--- src/rtl/sbl_pkg.sv ---
package sbl_pkg;
  localparam int XFER_W   = 24;
  localparam int HALF_W   = 20;
  localparam int INSTR_W  = 2 * HALF_W;
  localparam int BOOT_BIT = 6;
  localparam int HOLD_BIT = 5;

  typedef logic [XFER_W-1:0]  xfer_t;
  typedef logic [HALF_W-1:0]  half_t;
  typedef logic [INSTR_W-1:0] instr_t;

  // Left-justified half: top HALF_W bits of a transfer word.
  function automatic half_t take_half(input xfer_t w);
    return w[XFER_W-1 -: HALF_W];
  endfunction

  function automatic instr_t join_halves(input half_t hi, input half_t lo);
    return {hi, lo};
  endfunction

  function automatic logic is_boot_cmd(input xfer_t cmd);
    return cmd[BOOT_BIT] & cmd[HOLD_BIT];
  endfunction

  function automatic logic wants_hold(input xfer_t cmd);
    return cmd[HOLD_BIT];
  endfunction
endpackage

--- src/rtl/sbl_deser.sv ---
module sbl_deser
  import sbl_pkg::*;
(
  input  logic  clk,
  input  logic  rst_n,
  input  logic  cs_n,
  input  logic  sclk,
  input  logic  sdi,
  output logic  word_valid,
  output xfer_t word,
  output logic  cs_rise
);
  localparam int CW = $clog2(XFER_W);

  logic          sclk_q;
  logic          cs_q;
  logic [CW-1:0] bit_cnt;
  xfer_t         shreg;
  logic          sclk_rise;

  assign sclk_rise = sclk & ~sclk_q & ~cs_n;
  assign cs_rise   = cs_n & ~cs_q;

  always_ff @(posedge clk or negedge rst_n) begin
    if (!rst_n) begin
      sclk_q     <= 1'b0;
      cs_q       <= 1'b1;
      bit_cnt    <= '0;
      shreg      <= '0;
      word_valid <= 1'b0;
      word       <= '0;
    end else begin
      sclk_q     <= sclk;
      cs_q       <= cs_n;
      word_valid <= 1'b0;
      if (cs_n) begin
        bit_cnt <= '0;
      end else if (sclk_rise) begin
        shreg <= {shreg[XFER_W-2:0], sdi};
        if (bit_cnt == CW'(XFER_W - 1)) begin
          bit_cnt    <= '0;
          word_valid <= 1'b1;
          word       <= {shreg[XFER_W-2:0], sdi};
        end else begin
          bit_cnt <= bit_cnt + 1'b1;
        end
      end
    end
  end

  // a word is only announced right after a sampled serial edge
  assert_word_follows_edge_R2: assert property (@(posedge clk) disable iff (!rst_n)
    word_valid |-> $past(sclk_rise));

  // a deselected link leaves no partial bits behind
  assert_partial_dropped_R11: assert property (@(posedge clk) disable iff (!rst_n)
    cs_n |=> (bit_cnt == '0));
endmodule

--- src/rtl/sbl_ctrl.sv ---
module sbl_ctrl
  import sbl_pkg::*;
#(
  parameter int DEPTH = 128,
  localparam int AW = $clog2(DEPTH)
) (
  input  logic          clk,
  input  logic          rst_n,
  input  logic          word_valid,
  input  xfer_t         word,
  input  logic          cs_rise,
  output logic          ram_we,
  output logic [AW-1:0] ram_addr,
  output instr_t        ram_wdata,
  output logic          core_hold,
  output logic          overflow
);
  logic        got_cmd, cmd_hold, has_data, boot_frame, hi_pend;
  half_t       hi_half;
  logic [AW:0] wr_cnt;

  // Named internal events
  logic first_word, data_word, boot_cmd, pair_done, room, do_write, drop;
  logic got_cmd_n, cmd_hold_n, has_data_n, start_ev, hold_ev;

  assign first_word = word_valid & ~got_cmd;
  assign data_word  = word_valid & got_cmd;
  assign boot_cmd   = first_word & is_boot_cmd(word);
  assign pair_done  = data_word & boot_frame & hi_pend;
  assign room       = wr_cnt < (AW+1)'(DEPTH);
  assign do_write   = pair_done & room;
  assign drop       = pair_done & ~room;

  // Frame state as it stands after this cycle's word (same-cycle close).
  assign got_cmd_n  = got_cmd | word_valid;
  assign cmd_hold_n = first_word ? wants_hold(word) : cmd_hold;
  assign has_data_n = has_data | data_word;
  assign start_ev   = cs_rise & got_cmd_n & ~cmd_hold_n & ~has_data_n;
  assign hold_ev    = cs_rise & got_cmd_n & cmd_hold_n;

  always_ff @(posedge clk or negedge rst_n) begin
    if (!rst_n) begin
      got_cmd    <= 1'b0;
      cmd_hold   <= 1'b0;
      has_data   <= 1'b0;
      boot_frame <= 1'b0;
      hi_pend    <= 1'b0;
      hi_half    <= '0;
      wr_cnt     <= '0;
      ram_we     <= 1'b0;
      ram_addr   <= '0;
      ram_wdata  <= '0;
      core_hold  <= 1'b1;
      overflow   <= 1'b0;
    end else begin
      ram_we <= do_write;
      if (do_write) begin
        ram_addr  <= wr_cnt[AW-1:0];
        ram_wdata <= join_halves(hi_half, take_half(word));
        wr_cnt    <= wr_cnt + 1'b1;
      end
      if (drop) overflow <= 1'b1;
      if (first_word) begin
        got_cmd  <= 1'b1;
        cmd_hold <= wants_hold(word);
      end
      if (boot_cmd) begin
        boot_frame <= 1'b1;
        wr_cnt     <= '0;
        overflow   <= 1'b0;
        hi_pend    <= 1'b0;
      end
      if (data_word) begin
        has_data <= 1'b1;
        if (boot_frame) begin
          if (!hi_pend) hi_half <= take_half(word);
          hi_pend <= ~hi_pend;
        end
      end
      if (start_ev) core_hold <= 1'b0;
      if (hold_ev)  core_hold <= 1'b1;
      if (cs_rise) begin
        got_cmd    <= 1'b0;
        has_data   <= 1'b0;
        boot_frame <= 1'b0;
        hi_pend    <= 1'b0;
      end
    end
  end

  // each write advances the counter to one past the written address
  assert_addr_steps_R5: assert property (@(posedge clk) disable iff (!rst_n)
    ram_we |-> (wr_cnt == {1'b0, ram_addr} + 1'b1));

  // a write strobe always stems from a finished transfer word
  assert_we_from_word_R5: assert property (@(posedge clk) disable iff (!rst_n)
    ram_we |-> $past(word_valid));

  // a boot command leaves the address at zero and overflow clear
  assert_boot_restart_R3: assert property (@(posedge clk) disable iff (!rst_n)
    boot_cmd |=> (wr_cnt == '0) && !overflow);

  // overflow only clears on a boot command
  assert_no_overflow_clear_R6: assert property (@(posedge clk) disable iff (!rst_n)
    (overflow && !boot_cmd) |=> overflow);

  // release of the core only at a frame end
  assert_release_at_close_R8: assert property (@(posedge clk) disable iff (!rst_n)
    $fell(core_hold) |-> $past(cs_rise));
endmodule

--- src/rtl/serial_boot_loader.sv ---
module serial_boot_loader
  import sbl_pkg::*;
#(
  parameter int PROG_DEPTH = 128,
  localparam int AW = $clog2(PROG_DEPTH)
) (
  input  logic               clk,
  input  logic               rst_n,
  input  logic               cs_n,
  input  logic               sclk,
  input  logic               sdi,
  output logic               ram_we,
  output logic [AW-1:0]      ram_addr,
  output logic [INSTR_W-1:0] ram_wdata,
  output logic               core_hold,
  output logic               overflow
);
  logic  word_valid;
  xfer_t word;
  logic  cs_rise;

  sbl_deser u_deser (
    .clk        (clk),
    .rst_n      (rst_n),
    .cs_n       (cs_n),
    .sclk       (sclk),
    .sdi        (sdi),
    .word_valid (word_valid),
    .word       (word),
    .cs_rise    (cs_rise)
  );

  sbl_ctrl #(.DEPTH(PROG_DEPTH)) u_ctrl (
    .clk        (clk),
    .rst_n      (rst_n),
    .word_valid (word_valid),
    .word       (word),
    .cs_rise    (cs_rise),
    .ram_we     (ram_we),
    .ram_addr   (ram_addr),
    .ram_wdata  (ram_wdata),
    .core_hold  (core_hold),
    .overflow   (overflow)
  );
endmodule

--- config.mk ---
export PLATFORM = sky130hd
export DESIGN_NAME = serial_boot_loader
export DESIGN_NICKNAME = d
export VERILOG_FILES = /design/src/rtl/sbl_pkg.sv /design/src/rtl/sbl_deser.sv /design/src/rtl/sbl_ctrl.sv /design/src/rtl/serial_boot_loader.sv
export SDC_FILE = /design/constraint.sdc
export NUM_CORES = 1
export LEC_CHECK = 0
export BUFFER_PORTS_ARGS = -buffer_cell sky130_fd_sc_hd__buf_4
export CAP_MARGIN = 20
export CORE_MARGIN = 10
export CORE_UTILIZATION = 58
export DETAILED_ROUTE_END_ITERATION = 8
export HOLD_SLACK_MARGIN = 0.1
export MAX_ROUTING_LAYER = met4
export PLACE_DENSITY_LB_ADDON = 0.3
export SLEW_MARGIN = 20
export SYNTH_ARGS = -nofsm -noshare
export SYNTH_HDL_FRONTEND = slang
export SYNTH_SLANG_ARGS = --single-unit
--- constraint.sdc ---
create_clock -name clk -period 1.85 [get_ports clk]
set_clock_uncertainty 0.15 [all_clocks]
set_input_delay 0.185 -clock clk [delete_from_list [all_inputs] [get_ports clk]]
set_output_delay 0.185 -clock clk [all_outputs]
set_load 0.05 [all_outputs]
### Word level (Yosys, flattened, before mapping)

Cells that the tools add are included.

* bits in registers: 138
* bits of input ports: 5

* eq/ne operators: 1
* order comparisons: 1
* reduce and logical (&&, ||, !) cells: 10
* $add $sub $neg: 2
* muxes and demuxes: 23
* bitwise operators: 25

Operators with widths (count)
* $mux 1: 18
* $mux 8: 2
* $and 1x1->1: 15
* $mux 5: 3
* $reduce_bool 2->1: 7
* $add 8x1->8 const B: 1
* $lt 8x8->1 const B: 1
* $not 1->1: 8
* $reduce_and 3->1: 2
* $add 5x1->5 const B: 1
* $eq 5x5->1 const B: 1
* $or 1x1->1: 2
* $reduce_and 2->1: 1

### Longest topological paths before layout

* depth in word-level cells: 8
* gate-level depth with buffers: 5

### Modules after synthesis

From an unflattened synthesis, not the netlist that was laid out.

* cell total of the unflattened synthesis: 343
* area total of the unflattened synthesis: 5363.9 um^2

By module, submodules not included
* sbl_ctrl: area each 3249.4 um^2, cells an instance 214, instances 1, sequential area each 2078.2 um^2
* sbl_deser: area each 2114.5 um^2, cells an instance 129, instances 1, sequential area each 1377.6 um^2

### Worst setup path after synthesis

OpenSTA, ideal clock, no wires.

* path type: reg2reg
* from: reg u_deser.bit_cnt[0]
* to: reg u_deser.word[10]
* data arrival time: 1402 ps
* cell stages (with the launch flop): 6
* setup slack: 173 ps
* data required time: 1575 ps
* library setup time: 125 ps
* period minus slack after synthesis: 1677 ps
* cell sequence: dfrtp_1 ha_1 nand4b_1 nor3_2 buf_4 mux2_2

* cells in the longest elaborated chain, start to end: 2

RTL lines
* start: declaration: line sbl_deser.sv:17 `logic [CW-1:0] bit_cnt;`
* start signal: assignment: line sbl_deser.sv:45 `bit_cnt <= bit_cnt + 1'b1;`
* $eq 5x5->1: line sbl_deser.sv:40 `if (bit_cnt == CW'(XFER_W - 1)) begin`
* $reduce_and 3->1 (no source line)
* end signal: assignment: line sbl_deser.sv:43 `word <= {shreg[XFER_W-2:0], sdi};`
* end: declaration: line sbl_deser.sv:10 `output xfer_t word,`

No other way between the ends.
A chain may end at the register's enable or synchronous reset.

### Worst setup path in the final report

* from: reg u_deser.bit_cnt[1]
* to: reg u_deser.word[18]

The elaborated chain is that of the path after synthesis.

==> qor.yml <==
wirelength_microns: 10400
die_area_sq_um: 13400
synth_cells: 345
critPathMaxFanout: 21
clk_pin_slew_ps: 60
syn_nets: 352
die_h_microns: 116
gr-total-overflow: 0
synthDistinctLibCells: 41
fin_nets: 429
maxSlewViolCount: 0
slew_headroom_pct: 66.9
synth_area_sq_um: 5330
placedCellCount: 504
ir_drop_mv: 0.844
power_density_nw_per_um2: 1100
setup_slack_ps: -12.9
met1_usage_pct: 20.0
final_common_cell: "dfrtp_1"
maxCapViolations: 0
cp.required_ps: 2090
power_w: 0.00740
worstSetupPathType: "flip-flop to flip-flop"
clock_sinks: 134
layout-drive-gt1-share_pct: 50.3
drc: 0
core_sq_um: 8850
final_cell_mix: "132 x dfrtp_1, 84 x mux2_2, 64 x buf_4, 21 x mux2_4, 16 x clkbuf_16"
nFillCells: 513
setup_violations: 15
track_usage_pct: 17.1
drtIter0Drc: 99
root_buffer: "clkbuf_8"
grt_use_met3_pct: 4.34
status: "finished, violations left"
antenna_cells: 0
cts.path.max_buffers: 2
yosys.area.top_type: "dfrtp_1"
whs_ps: 211
synth_top_area_share_pct: 62.0
avgSynthCellArea_sq_um: 15.4
end_kind: "flip-flop"
worstSetupStartpointType: "flip-flop"
syn2layout_area_growth_pct: 26.4
place_congestion: 0.733
cts_tree: "yes"
grt_antenna_before_repair: 0
timing.final.crit_share_pct: 101
rsz0062_at_grt: "true"
start_util_pct: 60.2
ys_ff_latch: 134
dp_hpwl_microns: 6610
htreeDepth: 4
hold_path.class: "input port to flip-flop"
fin_crit_ps: 1860
grt_max_degree: 42
viasPerCell: 5.59
boundaryPins: 55
stdcell_count: 543
critPathArrivalTime_ps: 2110
gr-usage-met2_pct: 27.6
synthTopCellsByArea: "dfrtp_1 62%, mux2_2 18%, mux2_4 5.4%, a21oi_1 1.2%, mux2_1 1.1%"
grt_pass1_wl_microns: 17300
fin_setup_tns_ps: -56.2
wire_per_inst_microns: 19.1
post_dp_cell_area_sq_um: 5940
gr-max-usage-layer: "met2"
grt_pass1_vias: 3285
io_buffer_count: 54
via_count: 3038
leakage_nw: 3.45
violations: "negative setup slack"
drtPass1Iterations: 4
fmax_ghz: 0.537
cts_buffers: 17
ant_nets: 0
die_w_microns: 116
yosysWarnings: 0
fin_area_sq_um: 6730
worst_slew_pin_slew_ps: 496
rows: 34
worstSkewPairLatency_ps: 510
finalHoldViolCount: 0
synth_seq_area_share_pct: 63.0
## state kept, by name, indices dropped and copies added, names as in the netlist
register and flops:
u_ctrl.boot_frame 1, u_ctrl.cmd_hold 1, u_ctrl.core_hold 1, u_ctrl.got_cmd 1, u_ctrl.has_data 1, u_ctrl.hi_half 20, u_ctrl.hi_pend 1, u_ctrl.overflow 1
u_ctrl.ram_addr 7, u_ctrl.ram_wdata 40, u_ctrl.ram_we 1, u_ctrl.wr_cnt 8, u_deser.bit_cnt 5, u_deser.cs_q 1, u_deser.sclk_q 1, u_deser.shreg 23
u_deser.word 20, u_deser.word_valid 1
## power breakdown
part           switching [W]  total [W]  internal (W)
combinational       0.000115   0.000225      0.000110
sequential         0.0000762    0.00311       0.00303
clock                0.00128    0.00407       0.00279
total                0.00147    0.00740       0.00593
## what timing repair did
| item | CTS | global route |
|---|---|---|
| setup buffers | 0 | 2 |
| endpoints found under the setup margin | 20 | 20 |
| hold endpoints to repair | 147 | 0 |
| pin swaps | 0 | 0 |
| gates resized for setup | 1 | 2 |
| hold buffers | 5 | 0 |
## cells by family (layout without fill, tap and decap cells)
| family | Yosys count | after routing | synth area share [%] |
|---|---|---|---|
| AOI/OAI and AO/OA | 23 | 23 | 2.51 |
| xor gates and xnor gates | 1 | 1 | 0.164 |
| adders and majority gates | 2 | 2 | 0.470 |
| buffers and inverters | 19 | 109 | 2.42 |
| DFF | 134 | 134 | 63.0 |
| muxes | 113 | 113 | 25.2 |
| and+or+nand+nor | 53 | 53 | 6.29 |
## synth_stat cells (all sizes together)
master,count
o31ai,3
clkbuf,3
or2,1
nor2,12
or3,2
and4b,1
nand3b,3
nand4,2
nor4,1
nand4b,4
o21ai,4
xor2,1
a21oi,13
nor3b,1
dfrtp,132
or4,3
nand2,7
inv,2
and3b,1
or3b,1
o32a,1
and4,1
mux2i,3
nor2b,2
a31o,1
dfstp,2
nand3,5
mux2,110
buf,14
o21a,1
ha,2
nand2b,4
nor3,2
## final timing paths
kind,start,to,slack [ps],depth (start not counted)
max in group asynchronous,rst_n,u_deser.shreg[0],330,4
worst min-delay path,sclk,u_deser.sclk_q,210,2
worst max register to register,u_deser.bit_cnt[1],u_deser.word[18],-10,5
min in group asynchronous,rst_n,u_deser.word[11],570,3
worst max-delay path,u_deser.bit_cnt[1],u_deser.word[18],-10,5
worst min register to register,u_ctrl.ram_wdata[30],u_ctrl.ram_wdata[30],340,1
## final cells by class
| cell class | instances | area [sq um] | area share (%) |
|---|---|---|---|
| flip-flops and latches | 134 | 3360 | 49.8 |
| inverters | 2 | 7.51 | 0.112 |
| clock inverters | 14 | 292 | 4.33 |
| clock buffers | 18 | 428 | 6.36 |
| repair buffers | 75 | 651 | 9.66 |
| well taps | 108 | 135 | 2.01 |
| multi-input cells | 192 | 1860 | 27.7 |
## stage by stage
step,worst slack [ps],utilization (%)
after floorplan,173,-
after global placement,109,67.1
after detailed placement,-13.7,67.1
after CTS,-26.8,75.8
after global routing,-70.9,76.1
final,-12.9,76.1
## worst max-delay path: stages, from the launching register on
cell and delay (ps):
dfrtp_1 400, ha_2 220, nand4b_1 200, nor3_4 210
buf_12 200, mux2_2 360
## metal layers
metal	part of all wire (%)	routed length, microns	up-vias
met5	0	0	-
met2	53	5450	56
met1	43	4430	1575
met3	3.6	375	12
li1	-	-	1395
met4	1.2	123	0
No activity file was read; power rests on OpenSTA's default activity.
